<file path="src/rtl/tlb2w_pkg.sv">
package tlb2w_pkg;
  typedef enum logic [1:0] {
    ACC_PROBE = 2'd0,
    ACC_READ  = 2'd1,
    ACC_WRITE = 2'd2,
    ACC_FETCH = 2'd3
  } acc_kind_e;

  localparam int unsigned PAGE_BITS = 12;
endpackage

</file>
<file path="src/rtl/tlb2w_way.sv">
module tlb2w_way #(
  parameter int unsigned SETS    = 16,
  parameter int unsigned SET_W   = 4,
  parameter int unsigned TAG_W   = 20,
  parameter int unsigned PPN_W   = 20,
  parameter int unsigned PTE_W   = 32,
  parameter int unsigned CHG_BIT = 7
) (
  input  logic             clk,
  input  logic             rst_n,
  input  logic [SET_W-1:0] lk_set,
  input  logic [SET_W-1:0] fl_set,
  input  logic             fill_we,
  input  logic [TAG_W-1:0] fill_tag,
  input  logic [PPN_W-1:0] fill_ppn,
  input  logic [PTE_W-1:0] fill_word,
  input  logic             fl_mru_clr,
  input  logic             lk_mru_we,
  input  logic             lk_mru_val,
  input  logic             lk_chg_we,
  output logic             lk_v,
  output logic             lk_mru,
  output logic [TAG_W-1:0] lk_tag,
  output logic [PPN_W-1:0] lk_ppn,
  output logic [PTE_W-1:0] lk_word,
  output logic             fl_v,
  output logic             fl_mru,
  output logic [TAG_W-1:0] fl_tag
);
  logic [SETS-1:0]  v_q,   v_n;
  logic [SETS-1:0]  mru_q, mru_n;
  logic [TAG_W-1:0] tag_q  [SETS];
  logic [TAG_W-1:0] tag_n  [SETS];
  logic [PPN_W-1:0] ppn_q  [SETS];
  logic [PPN_W-1:0] ppn_n  [SETS];
  logic [PTE_W-1:0] word_q [SETS];
  logic [PTE_W-1:0] word_n [SETS];
  logic             st_en;

  assign lk_v    = v_q[lk_set];
  assign lk_mru  = mru_q[lk_set];
  assign lk_tag  = tag_q[lk_set];
  assign lk_ppn  = ppn_q[lk_set];
  assign lk_word = word_q[lk_set];
  assign fl_v    = v_q[fl_set];
  assign fl_mru  = mru_q[fl_set];
  assign fl_tag  = tag_q[fl_set];

  assign st_en = fill_we | fl_mru_clr | lk_mru_we | lk_chg_we;

  always_comb begin
    v_n    = v_q;
    mru_n  = mru_q;
    tag_n  = tag_q;
    ppn_n  = ppn_q;
    word_n = word_q;
    if (lk_mru_we) mru_n[lk_set] = lk_mru_val;
    if (lk_chg_we) word_n[lk_set][CHG_BIT] = 1'b1;
    if (fill_we) begin
      v_n[fl_set]    = 1'b1;
      mru_n[fl_set]  = 1'b1;
      tag_n[fl_set]  = fill_tag;
      ppn_n[fl_set]  = fill_ppn;
      word_n[fl_set] = fill_word;
    end
    if (fl_mru_clr) mru_n[fl_set] = 1'b0;
  end

  always_ff @(posedge clk or negedge rst_n) begin
    if (!rst_n) begin
      v_q   <= '0;
      mru_q <= '0;
      for (int s = 0; s < SETS; s++) begin
        tag_q[s]  <= '0;
        ppn_q[s]  <= '0;
        word_q[s] <= '0;
      end
    end else if (st_en) begin
      v_q    <= v_n;
      mru_q  <= mru_n;
      tag_q  <= tag_n;
      ppn_q  <= ppn_n;
      word_q <= word_n;
    end
  end
endmodule

</file>
<file path="src/rtl/tlb2w_victim.sv">
module tlb2w_victim (
  input  logic [1:0] way_v,
  input  logic [1:0] way_mru,
  input  logic [1:0] way_match,
  output logic       victim
);
  always_comb begin
    if (way_match[0])      victim = 1'b0;
    else if (way_match[1]) victim = 1'b1;
    else if (!way_v[0])    victim = 1'b0;
    else if (!way_v[1])    victim = 1'b1;
    else if (way_mru[0])   victim = 1'b1;
    else                   victim = 1'b0;
  end
endmodule

</file>
<file path="src/rtl/tlb2w_cache.sv">
module tlb2w_cache
  import tlb2w_pkg::*;
#(
  parameter int unsigned VA_W    = 32,
  parameter int unsigned PA_W    = 32,
  parameter int unsigned PTE_W   = 32,
  parameter int unsigned SETS    = 16,
  parameter int unsigned CHG_BIT = 7
) (
  input  logic            clk,
  input  logic            rst_n,
  input  logic            lk_valid,
  input  logic [VA_W-1:0] lk_vaddr,
  input  logic [1:0]      lk_kind,
  input  logic            fill_valid,
  input  logic [VA_W-1:0] fill_vaddr,
  input  logic [1:0]      fill_kind,
  input  logic [PTE_W-1:0] fill_word,
  output logic            res_valid,
  output logic            res_hit,
  output logic [PA_W-1:0] res_paddr
);
  localparam int unsigned PG    = PAGE_BITS;
  localparam int unsigned SET_W = $clog2(SETS);
  localparam int unsigned TAG_W = VA_W - PG;
  localparam int unsigned PPN_W = PA_W - PG;

  acc_kind_e lk_k, fl_k;
  assign lk_k = acc_kind_e'(lk_kind);
  assign fl_k = acc_kind_e'(fill_kind);

  logic [SET_W-1:0] lk_set, fl_set;
  logic [TAG_W-1:0] lk_tag_in, fl_tag_in;
  assign lk_set    = lk_vaddr[PG +: SET_W];
  assign fl_set    = fill_vaddr[PG +: SET_W];
  assign lk_tag_in = lk_vaddr[VA_W-1:PG];
  assign fl_tag_in = fill_vaddr[VA_W-1:PG];

  logic [1:0]       lk_v, lk_mru_vec, lk_match, fl_v, fl_mru, fl_match;
  logic [1:0]       fill_we, fl_mru_clr, lk_mru_we, lk_mru_val, lk_chg_we;
  logic [TAG_W-1:0] lk_tag [2];
  logic [TAG_W-1:0] fl_tag [2];
  logic [PPN_W-1:0] lk_ppn [2];
  logic [PTE_W-1:0] lk_word [2];

  logic hit_any, hit_w, is_wr, is_probe, wr_clean_hit, rep_hit;
  logic fill_act, collide, upd_ok, victim;

  assign hit_any      = |lk_match;
  assign hit_w        = !lk_match[0];
  assign is_wr        = (lk_k == ACC_WRITE);
  assign is_probe     = (lk_k == ACC_PROBE);
  assign wr_clean_hit = hit_any && is_wr && !lk_word[hit_w][CHG_BIT];
  assign rep_hit      = hit_any && !wr_clean_hit;
  assign fill_act     = fill_valid && (fl_k != ACC_PROBE);
  assign collide      = fill_act && (fl_set == lk_set);
  assign upd_ok       = lk_valid && !is_probe && !collide;

  tlb2w_victim u_victim (
    .way_v     (fl_v),
    .way_mru   (fl_mru),
    .way_match (fl_match),
    .victim    (victim)
  );

  for (genvar w = 0; w < 2; w++) begin : g_way
    assign lk_match[w]   = lk_v[w] && (lk_tag[w] == lk_tag_in);
    assign fl_match[w]   = fl_v[w] && (fl_tag[w] == fl_tag_in);
    assign fill_we[w]    = fill_act && (victim == w[0]);
    assign fl_mru_clr[w] = fill_act && (victim != w[0]);
    assign lk_mru_we[w]  = upd_ok && rep_hit;
    assign lk_mru_val[w] = (hit_w == w[0]);
    assign lk_chg_we[w]  = upd_ok && wr_clean_hit && (hit_w == w[0]);

    tlb2w_way #(
      .SETS(SETS), .SET_W(SET_W), .TAG_W(TAG_W),
      .PPN_W(PPN_W), .PTE_W(PTE_W), .CHG_BIT(CHG_BIT)
    ) u_way (
      .clk        (clk),
      .rst_n      (rst_n),
      .lk_set     (lk_set),
      .fl_set     (fl_set),
      .fill_we    (fill_we[w]),
      .fill_tag   (fl_tag_in),
      .fill_ppn   (fill_word[PA_W-1:PG]),
      .fill_word  (fill_word),
      .fl_mru_clr (fl_mru_clr[w]),
      .lk_mru_we  (lk_mru_we[w]),
      .lk_mru_val (lk_mru_val[w]),
      .lk_chg_we  (lk_chg_we[w]),
      .lk_v       (lk_v[w]),
      .lk_mru     (lk_mru_vec[w]),
      .lk_tag     (lk_tag[w]),
      .lk_ppn     (lk_ppn[w]),
      .lk_word    (lk_word[w]),
      .fl_v       (fl_v[w]),
      .fl_mru     (fl_mru[w]),
      .fl_tag     (fl_tag[w])
    );
  end

  logic unused_bits;
  assign unused_bits = ^{fill_vaddr[PG-1:0], lk_word[0], lk_word[1], lk_mru_vec};

  logic            res_valid_n, res_hit_n;
  logic [PA_W-1:0] res_paddr_n;

  always_comb begin
    res_valid_n = lk_valid;
    res_hit_n   = lk_valid && rep_hit;
    res_paddr_n = '0;
    if (lk_valid && rep_hit) res_paddr_n = {lk_ppn[hit_w], lk_vaddr[PG-1:0]};
  end

  always_ff @(posedge clk or negedge rst_n) begin
    if (!rst_n) begin
      res_valid <= 1'b0;
      res_hit   <= 1'b0;
      res_paddr <= '0;
    end else begin
      res_valid <= res_valid_n;
      res_hit   <= res_hit_n;
      res_paddr <= res_paddr_n;
    end
  end
endmodule

</file>
<file path="config.mk">
export PLATFORM = sky130hd
export DESIGN_NAME = tlb2w_cache
export DESIGN_NICKNAME = d
export VERILOG_FILES = /design/src/rtl/tlb2w_pkg.sv /design/src/rtl/tlb2w_way.sv /design/src/rtl/tlb2w_victim.sv /design/src/rtl/tlb2w_cache.sv
export SDC_FILE = /design/constraint.sdc
export NUM_CORES = 2
export LEC_CHECK = 0
export BUFFER_PORTS_ARGS = -buffer_cell sky130_fd_sc_hd__buf_2
export CORE_MARGIN = 8
export CORE_UTILIZATION = 40
export CTS_CLUSTER_DIAMETER = 60
export DETAILED_ROUTE_END_ITERATION = 10
export GPL_TIMING_DRIVEN = 0
export SLEW_MARGIN = 20
export SYNTH_ARGS = -nofsm -noshare
export SYNTH_HDL_FRONTEND = slang
export SYNTH_SLANG_ARGS = --single-unit
</file>
<file path="constraint.sdc">
create_clock -name clk -period 4.9 [get_ports clk]
set_input_delay 0.49 -clock clk [delete_from_list [all_inputs] [get_ports clk]]
set_output_delay 0.49 -clock clk [all_outputs]
set_load 0.02 [all_outputs]
</file>
## Yosys cells after proc, flatten, opt, wreduce, memory -nomap -nowiden

Index checks and enable logic that the tools add are counted.

- Register bits after elaboration: 2386
- Latch bits: 0
- Memory bits (writable): 0
- Bits in read-only memories: 0
- Bits of input ports: 104
- Output and inout port bits: 34
- Word-level logic and storage cells: 234
- Memories kept: 0

- Add/sub/neg operators: 0
- $mul: 0
- Div/mod/pow operators: 0
- Order comparisons: 9
- Equal/unequal tests: 6
- Shifts and indexed selects: 0
- Multiplexer cells: 70
- Bitwise operators: 15
- Reduce and logical (&&, ||, !) cells: 32

Operator list:

| kind | number |
|---|---|
| 512-bit 2-to-1 mux | 4 |
| 320-bit bitwise mux | 4 |
| 512-bit bitwise mux | 2 |
| 512-bit OR | 2 |
| 20-bit binary-select mux with 4-bit select | 6 |
| 20-bit 2-to-1 mux | 16 |
| 32-bit binary-select mux with 4-bit select | 2 |
| 32-bit demux with 4-bit select | 2 |
| 20-bit demux with 4-bit select | 1 |
| 20-bit == test | 4 |
| 32-bit 2-to-1 mux | 2 |
| 8-bit 2-to-1 mux | 8 |
| 16-bit 2-to-1 mux | 3 |
| 16-bit OR | 3 |
| 1-bit logical AND | 22 |
| 1-bit binary-select mux with 4-bit select | 5 |
| 16-bit bitwise AND | 1 |
| 16-bit bitwise mux | 1 |
| 16-bit NOT | 1 |
| 1-bit 2-to-1 mux | 12 |
| 5-bit >= comparator (second input constant) | 2 |
| 4-bit by 5-bit < comparator with 1-bit output (second input constant) | 2 |
| 5-bit by 1-bit < comparator with 1-bit output (second input constant) | 2 |
| 4-bit NOT with 5-bit output | 2 |
| 13 further kinds | 23 |

## Longest topological paths before layout

- Word-level depth: 21
- Gate-level depth with buffers: 18
- Depth with buffers taken out: 10

## Hierarchy

From an unflattened synthesis, not the netlist that was laid out.

- Cells, all modules: 7211
- Area total of the unflattened synthesis: 113403.8 µm²

Modules (own cells, without submodules):

| module | times used | cells an instance | area an instance (µm²) | sequential area each (µm²) |
|---|---|---|---|---|
| tlb2w_way at g_way[0].u_way | 1 | 3498 | 55557.0 | 29628.4 |
| tlb2w_way at g_way[1].u_way | 1 | 3498 | 55554.5 | 29628.4 |
| tlb2w_cache | 1 | 212 | 2265.9 | 850.8 |
| tlb2w_victim | 1 | 3 | 26.3 | 0.0 |

## Worst setup path before layout

No wires, ideal clock.

- Kind: input port to flip-flop
- From: input port lk_vaddr[12]
- To: register res_paddr[10]
- Setup time: 0.120 ns
- Arrival: 3.698 ns
- Required time: 4.780 ns
- Path slack: 1.083 ns
- Cell stages on the path: 13
- Path buffers: 6
- Cell sequence: buf_2 > buf_2 > buf_2 > buf_2 > mux4_2 > mux4_2 > nor2_1 > inv_1 > nand4b_1 > o41ai_2 > buf_2 > clkbuf_1 > and3_1

- Cells in the longest elaborated chain, start to end: 17
- Elaborated cells on any way between the ends: 34
- Those cells by class: eq/ne: 2; mux: 20; bitwise: 2; reduce/logical: 10

RTL lines:

| item | RTL line | RTL |
|---|---|---|
| start, declared | tlb2w_cache.sv:13 | `input logic [VA_W-1:0] lk_vaddr,` |
| 4-bit NOT with 5-bit output (not written as such) | tlb2w_way.sv:42, tlb2w_way.sv:44 |  |
| 20-bit binary-select mux with 4-bit select | tlb2w_way.sv:42 | `assign lk_tag = tag_q[lk_set];` |
| 20-bit 2-to-1 mux (not written as such) (2 in series) | tlb2w_way.sv:42 |  |
| 20-bit == test | tlb2w_cache.sv:67 | `assign lk_match[w] = lk_v[w] && (lk_tag[w] == lk_tag_in);` |
| 1-bit logical AND | tlb2w_cache.sv:67 |  |
| 1-bit logical NOT | tlb2w_cache.sv:50 | `assign hit_w = !lk_match[0];` |
| 1-bit NOT with 2-bit output (not written as such) | tlb2w_cache.sv:53 | `assign wr_clean_hit = hit_any && is_wr && !lk_word[hit_w][CHG_BIT];` |
| 8-bit 2-to-1 mux (not written as such) (3 in series) | tlb2w_cache.sv:53 |  |
| 1-bit logical NOT | tlb2w_cache.sv:53 |  |
| 1-bit logical AND | tlb2w_cache.sv:53 |  |
| 1-bit logical NOT | tlb2w_cache.sv:54 | `assign rep_hit = hit_any && !wr_clean_hit;` |
| 1-bit logical AND * | tlb2w_cache.sv:54 |  |
| 1-bit logical AND * | tlb2w_cache.sv:112 | `if (lk_valid && rep_hit) res_paddr_n = {lk_ppn[hit_w], lk_vaddr[PG-1:0]};` |
| 32-bit 2-to-1 mux * | tlb2w_cache.sv:112 |  |
| named net res_paddr_n[10] | tlb2w_cache.sv:106 | `logic [PA_W-1:0] res_paddr_n;` |
| end signal, assigned | tlb2w_cache.sv:123 | `res_paddr <= res_paddr_n;` |
| end, declared | tlb2w_cache.sv:21 | `output logic [PA_W-1:0] res_paddr` |

Mark *: on every way through the listed nets, which the timed path passes. The rest lies on a longest branch. The select of a mux whose other input is x is not followed.
A chain may end at the register's enable or synchronous reset.

## Worst setup path after layout

- From: input port fill_vaddr[13]
- To: register g_way[1].u_way.ppn_q[106] in the netlist's numbering

- Cells in the longest elaborated chain, start to end: 14
- Elaborated cells on any way between the ends: 42
- Those cells by class: order compare: 2; eq/ne: 3; mux: 20; bitwise: 5; reduce/logical: 12

RTL lines:

| item | RTL line | RTL |
|---|---|---|
| start, declared | tlb2w_cache.sv:16 | `input logic [VA_W-1:0] fill_vaddr,` |
| 4-bit NOT with 5-bit output (not written as such) | tlb2w_way.sv:47, tlb2w_way.sv:63 |  |
| 20-bit binary-select mux with 4-bit select | tlb2w_way.sv:47 | `assign fl_tag = tag_q[fl_set];` |
| 20-bit 2-to-1 mux (not written as such) (2 in series) | tlb2w_way.sv:47 |  |
| 20-bit == test | tlb2w_cache.sv:68 | `assign fl_match[w] = fl_v[w] && (fl_tag[w] == fl_tag_in);` |
| 1-bit logical AND | tlb2w_cache.sv:68 |  |
| 1-bit 2-to-1 mux | tlb2w_victim.sv:9 | `else if (way_match[1]) victim = 1'b1;` |
| 1-bit 2-to-1 mux | tlb2w_victim.sv:8 | `if (way_match[0]) victim = 1'b0;` |
| 1-bit NOT | tlb2w_cache.sv:70 | `assign fl_mru_clr[w] = fill_act && (victim != w[0]);` |
| 1-bit logical AND | tlb2w_cache.sv:70 |  |
| 1-bit OR (3 in series) | tlb2w_way.sv:49 | `assign st_en = fill_we \| fl_mru_clr \| lk_mru_we \| lk_chg_we;` |
| 2-bit AND reduction (no line) | n/a |  |
| end signal, assigned | tlb2w_way.sv:82 | `ppn_q <= ppn_n;` |
| end, declared | tlb2w_way.sv:34 | `logic [PPN_W-1:0] ppn_q [SETS];` |

Parallel ways exist; a longest one is shown, timed or not. The select of a mux whose other input is x is not followed.

==> metrics.md <==
| Metric | Value |
|---|---|
| Crit share post-route | `1.03` |
| Critical R2R Launch | `g_way[1].u_way.tag_q[216]$_DFFE_PN0P_` |
| # DRC | `0` |
| Pre-CTS setup slack | `-2.19 ns` |
| Post-Syn Area per Cell | `14.8 um2` |
| Top post-synthesis cells by area | `dfrtp_1, mux2_2, mux4_2, mux2i_1, mux2_4` |
| Clock Power Share | `0.319` |
| Max Freq | `198 MHz` |
| Slowest-stage cell, CP | `buf_4` |
| Critical Path End Type | `flop` |
| Hold WC Path Type | `in -> reg` |
| Met1 Usage GRT | `0.378` |
| Row Count | `154` |
| Hold Crit Endpoint | `g_way[0].u_way.ppn_q[316]$_DFFE_PN0P_` |
| Total CTS buffers | `161` |
| Post-synthesis compound-gate area fraction | `0.0411` |
| GR Layer Usage met3 | `0.0772` |
| Die H | `436 um` |
| Most Crowded Layer GR | `met2` |
| Worst Tran Pin Value | `1.24 ns` |
| Drt pass-1 iters | `8` |
| Initial Util | `0.402` |
| Most instantiated cells after synthesis | `dfrtp_1, mux2_2, mux4_2, clkbuf_1, mux2i_1` |
| First-pass GRT wire length | `394 mm` |
| WP buf/inv | `7` |
| Die footprint | `0.190 mm2` |
| Crit path largest cell delay | `0.46 ns` |
| Worst EP required | `5.58 ns` |
| # fillers | `15707` |
| Worst r2r dst | `g_way[1].u_way.ppn_q[106]$_DFFE_PN0P_` |
| Total negative slack | `-39.08 ns` |
| CP top delay family | `buffers and inverters` |
| Post-Synth Adder-Cell Area | `0` |
| Yosys Warn Count | `0` |
| Vias | `47433` |
| Sw power | `0.0119 W` |
| Area growth syn-to-layout | `14.4%` |
| Clock period minus worst slack | `5.05 ns` |
| # IOs | `138` |
| R2R cell count | `12` |
| Vias in the first global route | `48184` |
| Mapped Cells | `4769` |
| Final ANT Viol Nets | `0` |
| Logic pwr share | `0.249` |
| Failing checks | `setup timing` |
| Initial antenna violation count | `23` |
| Multiplexer area fraction after synthesis | `0.372` |
| Starting DRC count in detailed routing | `5670` |
| CP cell instances | `buf_2, buf_6, buf_8, buf_6, buf_4, nand3b_1, o211a_1, o221ai_1, o311ai_0, a311oi_1, nand3_1, o41ai_4, o41a_1, buf_6, nand3_1, buf_2, mux2_2` |
| Max Root-Sink Buffers | `3` |
| Drt wl/cell | `37.6 um` |
| Dpl cells | `7217` |
| Sink Count | `1394` |
| Hold slack | `0.0368 ns` |
| Met2 usage | `0.441` |
| Top-count cell post-synth | `dfrtp_1` |
| Flip-flop and latch area | `0.0349 mm2` |
| Final std cells w/o fill | `7549` |
| Post-synth top flop | `dfrtp_1` |
| Final Max Slew Viols | `0` |
| Syn Nets | `4873` |
| Crit path max fanout | `10` |
| Asr flop ratio synth | `1.00` |
| #FFs+latches synth | `1394` |
| Share of the synthesized area in the top cell type | `0.494` |
| H-Tree Depth | `4` |
| Mapped Area | `0.0706 mm2` |
| Final core utilization | `0.459` |
| Fin. Hold Viols | `0` |
| Nets | `5174` |
| Worst reg-to-reg setup slack | `0.11 ns` |
| Setup-failing EPs final | `694` |
| Leakage | `36.5 nW` |
| Placed wire-length estimate | `199 mm` |
| Max_slew headroom | `0.175` |
| Clock Latency Late Sink | `0.83 ns` |
| Hold path cells | `2` |
| Layout Skew | `0.0376 ns` |
| Critical Path Most Common Cell | `buf_6` |
| GPL Wtd Cong | `1.04` |
| Setup slack after layout | `-0.150 ns` |
| Largest net degree at the start of global routing | `141` |
| Synth Area in XOR/XNOR | `0.00769` |
| Layout cell share with drive strength beyond 1 | `0.449` |
| EDFF count, synth | `0` |
| Peak supply drop | `0.000344 V` |
| Leading area contributor after synthesis | `dfrtp_1` |
| Register area share after synthesis | `0.494` |
| P per Cell Area | `491 mW/mm2` |
| CTS tree | `done` |
| Sw Ratio | `0.299` |
| Root Buffer | `clkbuf_16` |
| Arrival time at the worst endpoint | `5.73 ns` |
| Clock transition at path regs | `0.06 ns` |
| Die width | `436 um` |
| Gr usage total | `0.292` |
| Power Internal | `0.0278 W` |
| Unrepaired setup endpoints after global routing | `false` |
| Max Cap Viol | `0` |
| Via-per-instance ratio | `6.28` |
| Hold_sp | `fill_word[28]` |
| Number of port buffers | `93` |
| Final WL | `284 mm` |
| CP startpoint kind | `input pin` |
| GRT overflow | `0` |
| Status | `finished, violations left` |
| Synth cell types | `86` |
| Core ar. | `0.176 mm2` |
| Multi-input gate area | `0.0331 mm2` |
| Synth Area in Simple Gates | `0.0450` |
| Sequential power share | `0.432` |
| Largest family of logic cells by synthesized area | `multiplexers` |
| Crit Path Category | `in -> reg` |
[cell usage in the layout (no fill, tap or decap), types with 68 or more instances in the layout]
cell	n
dfrtp_1	1394
mux2i_1	191
mux2_1	142
a21oi_1	68
buf_2	142
buf_6	78
nand2b_1	71
clkbuf_16	162
mux4_2	443
clkbuf_1	200
mux2_4	125
mux2_2	964
nor2_1	71
nand2_1	141
buf_4	119
[cells by family after synthesis]
| logic type | count (synthesis) |
|---|---|
| buffers and inverters | 488 |
| DFF | 1394 |
| muxes | 1868 |
| xor gates and xnor gates | 62 |
| AOI/OAI and AO/OA | 402 |
| and+or+nand+nor | 555 |
[routing by layer]
metal / up-vias / share of wire
met4: 10 / 0.069
li1: 18534 / -
met5: - / 0.00024
met2: 2499 / 0.45
met1: 25605 / 0.40
met3: 785 / 0.086
[how the worst max path moves through the flow]
stage | endpoint | cells past startpoint | slack, ns | startpoint
after CTS | g_way[0].u_way.ppn_q[156]$_DFFE_PN0P_ | 17 | 0.003 | fill_vaddr[12]
after global routing | res_paddr[26]$_DFF_PN0_ | 19 | 0.001 | lk_vaddr[12]
after global placement | g_way[0].u_way.ppn_q[166]$_DFFE_PN0P_ | 1 | -27.94 | rst_n
final | g_way[1].u_way.ppn_q[106]$_DFFE_PN0P_ | 17 | -0.15 | fill_vaddr[13]
after detailed placement | res_paddr[28]$_DFF_PN0_ | 15 | -2.19 | lk_vaddr[12]
after floorplan | res_paddr[10]$_DFF_PN0_ | 13 | 1.08 | lk_vaddr[12]
[stage by stage]
step | total power [W] | cell area, um2
after floorplan | 0.0235 | 70600
after global placement | 0.0265 | 74000
after detailed placement | 0.0268 | 74400
after CTS | 0.0395 | 80600
after global routing | 0.0411 | 80700
final | 0.0396 | 80700
[registers in the layout, indices dropped and copies added (netlist names)]
signal / count
g_way.u_way.mru_q: 16
g_way.u_way.ppn_q: 640
g_way.u_way.tag_q: 640
g_way.u_way.v_q: 32
g_way.u_way.word_q: 32
res_hit: 1
res_paddr: 32
res_valid: 1
[power by group through the flow]
stage / Sequential, W / Clock (W) / Combinational (W)
2_1_floorplan: 0.0164 / 0 / 0.00709
3_3_place_gp: 0.0171 / 0 / 0.00942
3_5_place_dp: 0.0172 / 0 / 0.00965
4_1_cts: 0.0170 / 0.0128 / 0.00976
5_1_grt: 0.0175 / 0.0132 / 0.0103
6_report: 0.0171 / 0.0126 / 0.00989
[repair_timing]
item	4_1_cts	5_1_grt
setup endpoints to repair	1392	600
hold buffers	26	0
hold endpoints to repair	107	0
pin swaps	2	7
setup buffers	0	7
resized for setup	115	23
[final cells by class]
class | count | share of cell area
Antenna cell | 9 | 0.000279
Buffer | 461 | 0.0374
Clock buffer | 232 | 0.0579
Clock inverter | 61 | 0.0106
Inverter | 24 | 0.00113
Multi-Input combinational cell | 2887 | 0.410
Sequential cell | 1394 | 0.432
Tap cell | 2340 | 0.0363
Timing Repair Buffer | 141 | 0.0149
(Power assumes the default switching activity.)
